--- config.mk ---
export PLATFORM = sky130hd
export DESIGN_NAME = linmc_top
export DESIGN_NICKNAME = d
export VERILOG_FILES = /design/src/rtl/linmc_pkg.sv /design/src/rtl/linmc_ctrl.sv /design/src/rtl/linmc_path.sv /design/src/rtl/linmc_top.sv
export SDC_FILE = /design/constraint.sdc
export NUM_CORES = 1
export LEC_CHECK = 0
export BUFFER_PORTS_ARGS = -buffer_cell sky130_fd_sc_hd__buf_2
export CAP_MARGIN = 40
export CORE_AREA = 2 2 39 41
export DETAILED_ROUTE_END_ITERATION = 16
export DIE_AREA = 0 0 41 43
export GPL_ROUTABILITY_DRIVEN = 0
export PLACE_DENSITY = 0.67
export REMOVE_ABC_BUFFERS = 1
export SYNTH_ARGS = -nofsm -noshare
export SYNTH_HDL_FRONTEND = slang
export SYNTH_SLANG_ARGS = --single-unit
--- constraint.sdc ---
create_clock -name clk -period 2.6 [get_ports clk]
set_input_delay 0.13 -clock clk [delete_from_list [all_inputs] [get_ports clk]]
set_output_delay 0.13 -clock clk [all_outputs]
set_load 0.1 [all_outputs]
--- src/rtl/linmc_pkg.sv ---
package linmc_pkg;

  typedef enum logic [1:0] {
    MODE_UNPOW = 2'd0,
    MODE_STBY  = 2'd1,
    MODE_NORM  = 2'd2,
    MODE_SLEEP = 2'd3
  } linMode_e;

  typedef enum logic [1:0] {
    TERM_FLOAT = 2'd0,
    TERM_RES   = 2'd1,
    TERM_CSRC  = 2'd2
  } linTerm_e;

  // strobes from the mode sequencer to the pin/filter datapath
  typedef struct packed {
    logic cntClear;   // restart enable filter (mode change)
    logic cfgRelease; // standby pins back to quiet setting
    logic cfgWake;    // record a wake entry into standby
    logic wakeLocal;  // source of the recorded wake
  } ctrlStrb_t;

endpackage

--- src/rtl/linmc_ctrl.sv ---
module linmc_ctrl
  import linmc_pkg::*;
(
  input  logic      clk,
  input  logic      rstN,
  input  logic      porLow,
  input  logic      enIn,
  input  logic      wakeBus,
  input  logic      wakeLocal,
  input  logic      filtDone,
  output linMode_e  mode,
  output ctrlStrb_t strb
);

  linMode_e modeNext;
  logic     anyWake;

  assign anyWake = wakeBus | wakeLocal;

  always_comb begin
    modeNext = mode;
    strb     = '0;
    if (porLow) begin
      modeNext = MODE_UNPOW;
    end else begin
      unique case (mode)
        MODE_UNPOW: begin
          modeNext        = MODE_STBY;
          strb.cfgRelease = 1'b1;
        end
        MODE_STBY: begin
          // wake events are ignored here; enable drops the wake pin setup at once
          strb.cfgRelease = enIn;
          if (filtDone) modeNext = MODE_NORM;
        end
        MODE_NORM: begin
          if (!enIn && anyWake) begin
            modeNext       = MODE_STBY;
            strb.cfgWake   = 1'b1;
            strb.wakeLocal = wakeLocal;
          end else if (filtDone) begin
            modeNext = MODE_SLEEP;
          end
        end
        MODE_SLEEP: begin
          if (anyWake) begin
            modeNext       = MODE_STBY;
            strb.cfgWake   = 1'b1;
            strb.wakeLocal = wakeLocal;
          end else if (filtDone) begin
            modeNext = MODE_NORM;
          end
        end
        default: modeNext = MODE_UNPOW;
      endcase
    end
    strb.cntClear = (modeNext != mode);
  end

  always_ff @(posedge clk or negedge rstN) begin
    if (!rstN) mode <= MODE_UNPOW;
    else       mode <= modeNext;
  end

endmodule

--- src/rtl/linmc_path.sv ---
module linmc_path
  import linmc_pkg::*;
#(
  parameter int EN_CYCLES  = 4,
  parameter int DIS_CYCLES = 6
) (
  input  logic      clk,
  input  logic      rstN,
  input  linMode_e  mode,
  input  ctrlStrb_t strb,
  input  logic      enIn,
  input  logic      busDominant,
  output logic      filtDone,
  output logic      rxdLow,
  output logic      txdStrong,
  output logic      inhOn,
  output linTerm_e  termSel,
  output logic      sleepPending
);

  localparam int MAX_CYC = (EN_CYCLES > DIS_CYCLES) ? EN_CYCLES : DIS_CYCLES;
  localparam int CNT_W   = $clog2(MAX_CYC + 1);
  localparam logic [CNT_W-1:0] EN_LAST  = CNT_W'(EN_CYCLES - 1);
  localparam logic [CNT_W-1:0] DIS_LAST = CNT_W'(DIS_CYCLES - 1);

  logic [CNT_W-1:0] filtCnt;
  logic [CNT_W-1:0] cntLast;
  logic             targetLvl;
  logic             atTarget;
  logic             atLast;
  logic             rxdLowCfg;
  logic             txdStrongCfg;

  // normal counts low time towards sleep; other modes count high time
  assign targetLvl = (mode != MODE_NORM);
  assign cntLast   = (mode == MODE_NORM) ? DIS_LAST : EN_LAST;
  assign atTarget  = (enIn == targetLvl);
  assign atLast    = (filtCnt == cntLast);
  assign filtDone  = atTarget && atLast && (mode != MODE_UNPOW);

  always_ff @(posedge clk or negedge rstN) begin
    if (!rstN)                           filtCnt <= '0;
    else if (strb.cntClear || !atTarget) filtCnt <= '0;
    else if (atLast)                     filtCnt <= '0;
    else                                 filtCnt <= filtCnt + 1'b1;
  end

  // standby pin setup, remembered from the entry path
  always_ff @(posedge clk or negedge rstN) begin
    if (!rstN) begin
      rxdLowCfg    <= 1'b0;
      txdStrongCfg <= 1'b0;
    end else if (strb.cfgWake) begin
      rxdLowCfg    <= 1'b1;
      txdStrongCfg <= strb.wakeLocal;
    end else if (strb.cfgRelease) begin
      rxdLowCfg    <= 1'b0;
      txdStrongCfg <= 1'b0;
    end
  end

  always_comb begin
    rxdLow    = 1'b0;
    txdStrong = 1'b0;
    inhOn     = 1'b0;
    termSel   = TERM_FLOAT;
    unique case (mode)
      MODE_STBY: begin
        rxdLow    = rxdLowCfg;
        txdStrong = txdStrongCfg;
        inhOn     = 1'b1;
        termSel   = TERM_RES;
      end
      MODE_NORM: begin
        rxdLow  = busDominant;
        inhOn   = 1'b1;
        termSel = TERM_RES;
      end
      MODE_SLEEP: termSel = TERM_CSRC;
      default: ;
    endcase
  end

  assign sleepPending = (mode == MODE_NORM) && !enIn;

endmodule

--- src/rtl/linmc_top.sv ---
module linmc_top
  import linmc_pkg::*;
#(
  parameter int EN_CYCLES  = 4,
  parameter int DIS_CYCLES = 6
) (
  input  logic       clk,
  input  logic       rstN,
  input  logic       porLow,
  input  logic       enIn,
  input  logic       wakeBus,
  input  logic       wakeLocal,
  input  logic       busDominant,
  output logic [1:0] modeOut,
  output logic       rxdLow,
  output logic       txdStrong,
  output logic       inhOn,
  output logic [1:0] termSel,
  output logic       sleepPending
);

  linMode_e  mode;
  ctrlStrb_t strb;
  linTerm_e  termEnc;
  logic      filtDone;

  linmc_ctrl u_ctrl (
    .clk       (clk),
    .rstN      (rstN),
    .porLow    (porLow),
    .enIn      (enIn),
    .wakeBus   (wakeBus),
    .wakeLocal (wakeLocal),
    .filtDone  (filtDone),
    .mode      (mode),
    .strb      (strb)
  );

  linmc_path #(
    .EN_CYCLES  (EN_CYCLES),
    .DIS_CYCLES (DIS_CYCLES)
  ) u_path (
    .clk          (clk),
    .rstN         (rstN),
    .mode         (mode),
    .strb         (strb),
    .enIn         (enIn),
    .busDominant  (busDominant),
    .filtDone     (filtDone),
    .rxdLow       (rxdLow),
    .txdStrong    (txdStrong),
    .inhOn        (inhOn),
    .termSel      (termEnc),
    .sleepPending (sleepPending)
  );

  assign modeOut = mode;
  assign termSel = termEnc;

endmodule

# Word-level counts from Yosys, hierarchy flattened
# Index checks and enable logic that the tools add are counted.
[op_classes]
n_mux = 21
bitwise = 1
eq_ne = 7
reduce_logical = 11
add_sub_neg = 1
[ops]
columns = ["operator", "count"]
rows = [
  ["$mux 2", 7],
  ["$mux 3", 4],
  ["$pmux 2 s2", 2],
  ["$pmux 2 s4", 1],
  ["$mux 1", 5],
  ["$eq 2x2->1 const B", 2],
  ["$logic_and 1x1->1", 4],
  ["$pmux 1 s2", 2],
  ["$reduce_bool 2->1", 2],
  ["$add 3x1->3 const B", 1],
  ["$eq 3x3->1", 1],
  ["$eq 2x1->1 const B", 1],
  ["$logic_not 1->1", 2],
  ["$logic_not 2->1", 1],
  ["$ne 2x2->1", 1],
  ["$ne 2x2->1 const B", 1],
  ["$reduce_or 2->1", 1],
  ["$eq 1x1->1", 1],
  ["$logic_or 1x1->1", 1],
  ["$or 1x1->1", 1],
]
[totals]
out_inout_bits = 8
word_cells = 45
register_bits = 7
in_bits = 7

# Longest topological paths before layout
[depth]
word_depth = 12
depth_mapped = 8
ltp_nobuf = 8

# By module
# A second synthesis with hierarchy kept.
[hier_totals]
cells_unflattened = 52
area_unflattened_um2 = 499.2
[by_module_without_submodules]
columns = ["mod", "area_each_um2", "seq_area_each_um2", "cells_each", "n_inst"]
rows = [
  ["linmc_path", 331.6, 125.1, 32, 1],
  ["linmc_ctrl", 167.7, 50.0, 20, 1],
]

# Worst setup path before layout
# OpenSTA, ideal clock, no wires.
[synth_path]
path_type = "flip-flop to output port"
from = "register u_ctrl.mode[0]"
to = "output port rxdLow"
t_arrival_ns = 3.599
n_path_buf = 0
required_time_ns = 2.470
setup_slack_ns = -1.129
stages_incl_launch_ff = 4
cell_sequence = "dfrtp_1 > inv_1 > ha_1 > nor2b_1"
[synth_between]
elab_chain_len = 2
[synth_lines]
columns = ["element", "line", "text"]
rows = [
  ["start, declared", "linmc_ctrl.sv:11", "output linMode_e mode,"],
  ["start signal, assigned", "linmc_ctrl.sv:62", "else mode <= modeNext;"],
  ["$eq 2x2->1 or $eq 2x1->1 (tied branches)", "linmc_path.sv:67", "unique case (mode)"],
  ["$pmux 1 s2 (*)", "linmc_path.sv:67", ""],
  ["end, declared", "linmc_top.sv:15", "output logic rxdLow,"],
]
# Mark *: on every way between the ends. The rest lies on a longest branch, timed or not.

# Final worst setup path
[layout_path]
from = "register u_ctrl.mode[0]"
to = "register u_path.filtCnt[2]"
[layout_between]
elab_chain_len = 12
[layout_lines]
columns = ["element", "line", "text"]
rows = [
  ["$eq 2x2->1", "linmc_ctrl.sv:26, linmc_path.sv:36", ""],
  ["$mux 3", "linmc_path.sv:36", "assign cntLast = (mode == MODE_NORM) ? DIS_LAST : EN_LAST;"],
  ["$eq 3x3->1", "linmc_path.sv:38", "assign atLast = (filtCnt == cntLast);"],
  ["$logic_and 1x1->1 (2 in a row)", "linmc_path.sv:39", "assign filtDone = atTarget && atLast && (mode != MODE_UNPOW);"],
  ["$mux 2, on equally long branches", "linmc_ctrl.sv:34, linmc_ctrl.sv:50, linmc_ctrl.sv:41", ""],
  ["$mux 2, on equally long branches", "linmc_ctrl.sv:46, linmc_ctrl.sv:37", ""],
  ["$pmux 2 s4", "linmc_ctrl.sv:26", "unique case (mode)"],
  ["$mux 2", "linmc_ctrl.sv:23", "if (porLow) begin"],
  ["$ne 2x2->1", "linmc_ctrl.sv:57", "strb.cntClear = (modeNext != mode);"],
  ["$logic_or 1x1->1", "linmc_path.sv:43", "else if (strb.cntClear || !atTarget) filtCnt <= '0;"],
  ["$mux 3 (*)", "linmc_path.sv:43", ""],
  ["end signal, assigned", "linmc_path.sv:45", "else filtCnt <= filtCnt + 1'b1;"],
  ["end, declared", "linmc_path.sv:26", "logic [CNT_W-1:0] filtCnt;"],
]
# Marked as above.
# A chain may end at the register's enable or synchronous reset.

==> out/metrics.csv <==
metric,value,unit
sequential cell area fraction in the yosys report,0.3057,
Die Y,43,um
DP HPWL,1.005,mm
Antenna Nets Post-Route,0,
layout cell share with drive strength beyond 1,0.3176,
pre-CTS setup slack,0.3227,ns
Inserted Clock Buffers,3,
Routed WL,1.217,mm
post-CTS setup buffer count,0,
CP Launch Type,flop,
cts repair resizes,0,
Max Cap Viol,0,
Final Max Tran Viols,0,
CP Launch Point,u_ctrl.mode[0],
vias in the first global route,536,
Vias/cell,5.089,
register bit count reported by yosys,7,
Worst Path Buf+Inv,1,
main area contributors after synthesis,"dfrtp_1 31%, ha_1 13%, nor2_1 5.2%",
post-synth top area share,0.3057,
CP max FO,4,
global route overflow,0,
post-synthesis cell area,573.1,sq um
clock sink count,7,
# diodes,0,
Initial Util,0.4141,
Area growth syn-to-layout,23.36,%
Reg2Reg Capture Point,u_path.filtCnt[2],
Max clock buf depth,2,
unrepaired setup endpoints after global routing,false,
synth unique cells,31,
Remaining DRCs,0,
via count,514,
DR iter-0 viols,5,
Final Instance Area,706.9,sq um
First-pass DRT Iterations,3,
reg-to-reg startpoint,u_ctrl.mode[0],
clk_lat worst skew,0.24,ns
area of the core,0.001384,sq mm
crit-path cells,inv_1 > ha_1 > ha_1 > nor3b_2 > a221oi_1 > or4_4 > and3_4 > o211a_1,
CTS tree,built,
syn avg cell area,8.816,sq um
CP top delay family,simple AND/OR/NAND/NOR gates,
Port Buf Inserts,14,
min Tclk post-route,2.281,ns
status,"finished, final reports clean",
Hold Buf Count CTS,1,
Fill cells,137,
Slew headroom,0.6768,
endpoint class of the critical path,flop,
setup violators final,0,
crit path DAT,2.41,ns
chip width,41,um
Synth Instances,65,
Power Total,296.6,uW
Levels on crit path,8,
Ys Warns,0,
Worst path most repeated cell,ha_1,
htree depth,1,
CP required,2.73,ns
initial antenna violation count,0,
io pins,15,
Setup Skew,0.004915,ns
PD cells,419.6,mW/mm^2
LEAKAGE,0.0003934,uW
FP Rows,14,
VDD IR-drop max,0.2643,mV
Root Driver,clkbuf_4,
Fmax,438.5,MHz
Die ar.,0.001763,sq mm
"CTS clk-pin slew, worst paths",0.05,ns
Crit Path Class,flop to flop,
final hold viol count,0,
r2r worst-path depth,8,
DR WL/cell,12.05,um
CP max stage cell,or4_4,
GRT Total Usage,0.1813,
worst-margin pin slew,0.4881,ns
first-pass GRT wire length,2.145,mm
worst reg2reg setup slack,0.32,ns
cell taking the most area after synthesis,dfrtp_1,
Final period util,0.8772,
DP Area,670.6,sq um
crit-path max cell delay,0.54,ns
nets@finish,99,
largest net degree at the start of global routing,9,
Worst Hold Class,input port to flop,
Final Worst Setup Slack,0.3193,ns
Critical Path End,u_path.filtCnt[2],
WHS,0.1427,ns
## sequential cells by signal, summed over array words and instances, names as in the netlist
register	count
u_path.filtCnt	3
u_ctrl.mode	2
u_path.rxdLowCfg	1
u_path.txdStrongCfg	1
## final cells by class
class                   count  area, sq um  share of cell area
flip-flops and latches      7        175.2              0.2478
well taps                  16        20.02             0.02832
inverters                   3        11.26             0.01593
clock buffers               4        26.28             0.03717
repair buffers             17        95.09              0.1345
multi-input cells          54        379.1              0.5363
## per-stage QoR
| stage | std cells | util | setup TNS [ns] |
|---|---|---|---|
| 3_3_place_gp | 96 | 0.4846 | 0 |
| 3_5_place_dp | 96 | 0.4846 | 0 |
| 5_1_grt | 101 | 0.5109 | 0 |
| 4_1_cts | 101 | 0.5109 | 0 |
| 2_1_floorplan | 64 | - | -4.380 |
| 6_report | 101 | 0.5109 | 0 |
## logic make-up after synthesis
family,after synthesis,synth area share
compound gates,18,0.2184
fa+ha+maj,6,0.1310
buf+inv,4,0.03275
flops,7,0.3057
xor+xnor,1,0.01529
simple gates,29,0.2970
## layout by cell type (no fill, tap or decap), types with 2 or more instances in the layout
| cell | count |
|---|---|
| nor3_1 | 2 |
| ha_1 | 6 |
| or3b_2 | 2 |
| nor2b_1 | 2 |
| nor2_1 | 8 |
| nand2_1 | 5 |
| inv_1 | 3 |
| a21oi_1 | 5 |
| o21ai_0 | 3 |
| clkbuf_4 | 3 |
| dfrtp_1 | 7 |
| o211a_1 | 2 |
| buf_4 | 2 |
| buf_2 | 14 |
## worst reg2reg max path: stages (launching register included)
cell      delay [ns]
dfrtp_1         0.34
inv_1           0.09
ha_1            0.23
ha_1            0.31
nor3b_2         0.17
a221oi_1        0.09
or4_4           0.54
and3_4          0.20
o211a_1         0.20
## power by group
group / switching, uW / leakage [uW] / internal [uW]
Clock: 34.7 / 0.0000150 / 58.2
Combinational: 60.1 / 0.000283 / 27.1
Sequential: 3.31 / 0.0000952 / 113
Total: 98.1 / 0.000393 / 198
## how the worst min path moves through the flow
stage / startpoint / end / slack (ns) / cells past startpoint
floorplan: rstN / u_ctrl.mode[0] / -0.17 / 0
global placement: rstN / u_ctrl.mode[1] / -0.03 / 1
detailed placement: rstN / u_path.txdStrongCfg / -0.03 / 1
CTS: porLow / u_ctrl.mode[1] / 0.12 / 2
global route: porLow / u_ctrl.mode[1] / 0.13 / 2
finish: porLow / u_ctrl.mode[1] / 0.14 / 2
## routing by layer
layer,GRT usage,wire length (um),vias to the layer above
li1,-,-,271
met4,0.1133,15,0
met5,0,0,-
met1,0.2424,611,237
met3,0.03665,18,2
met2,0.2563,571,4
## cells in the mapped netlist
library cell	instances
o211a_1	2
ha_1	6
and2b_1	1
or4_4	1
xor2_1	1
a21o_1	1
o21ai_0	3
dfrtp_1	7
a22oi_1	1
or2_2	1
o21a_1	1
a211o_2	1
nand2_1	5
nor3b_2	1
nor3_1	2
a211oi_1	1
and2_1	1
nand3b_1	1
or3_1	1
or3b_2	2
inv_1	3
nor2b_1	2
nand2b_1	1
and3_4	1
o21bai_1	1
nor4_1	1
a221oi_1	1
nor2_1	8
buf_4	1
a21oi_2	1
a21oi_1	5
Note: power is estimated with default switching activity, not from simulation.
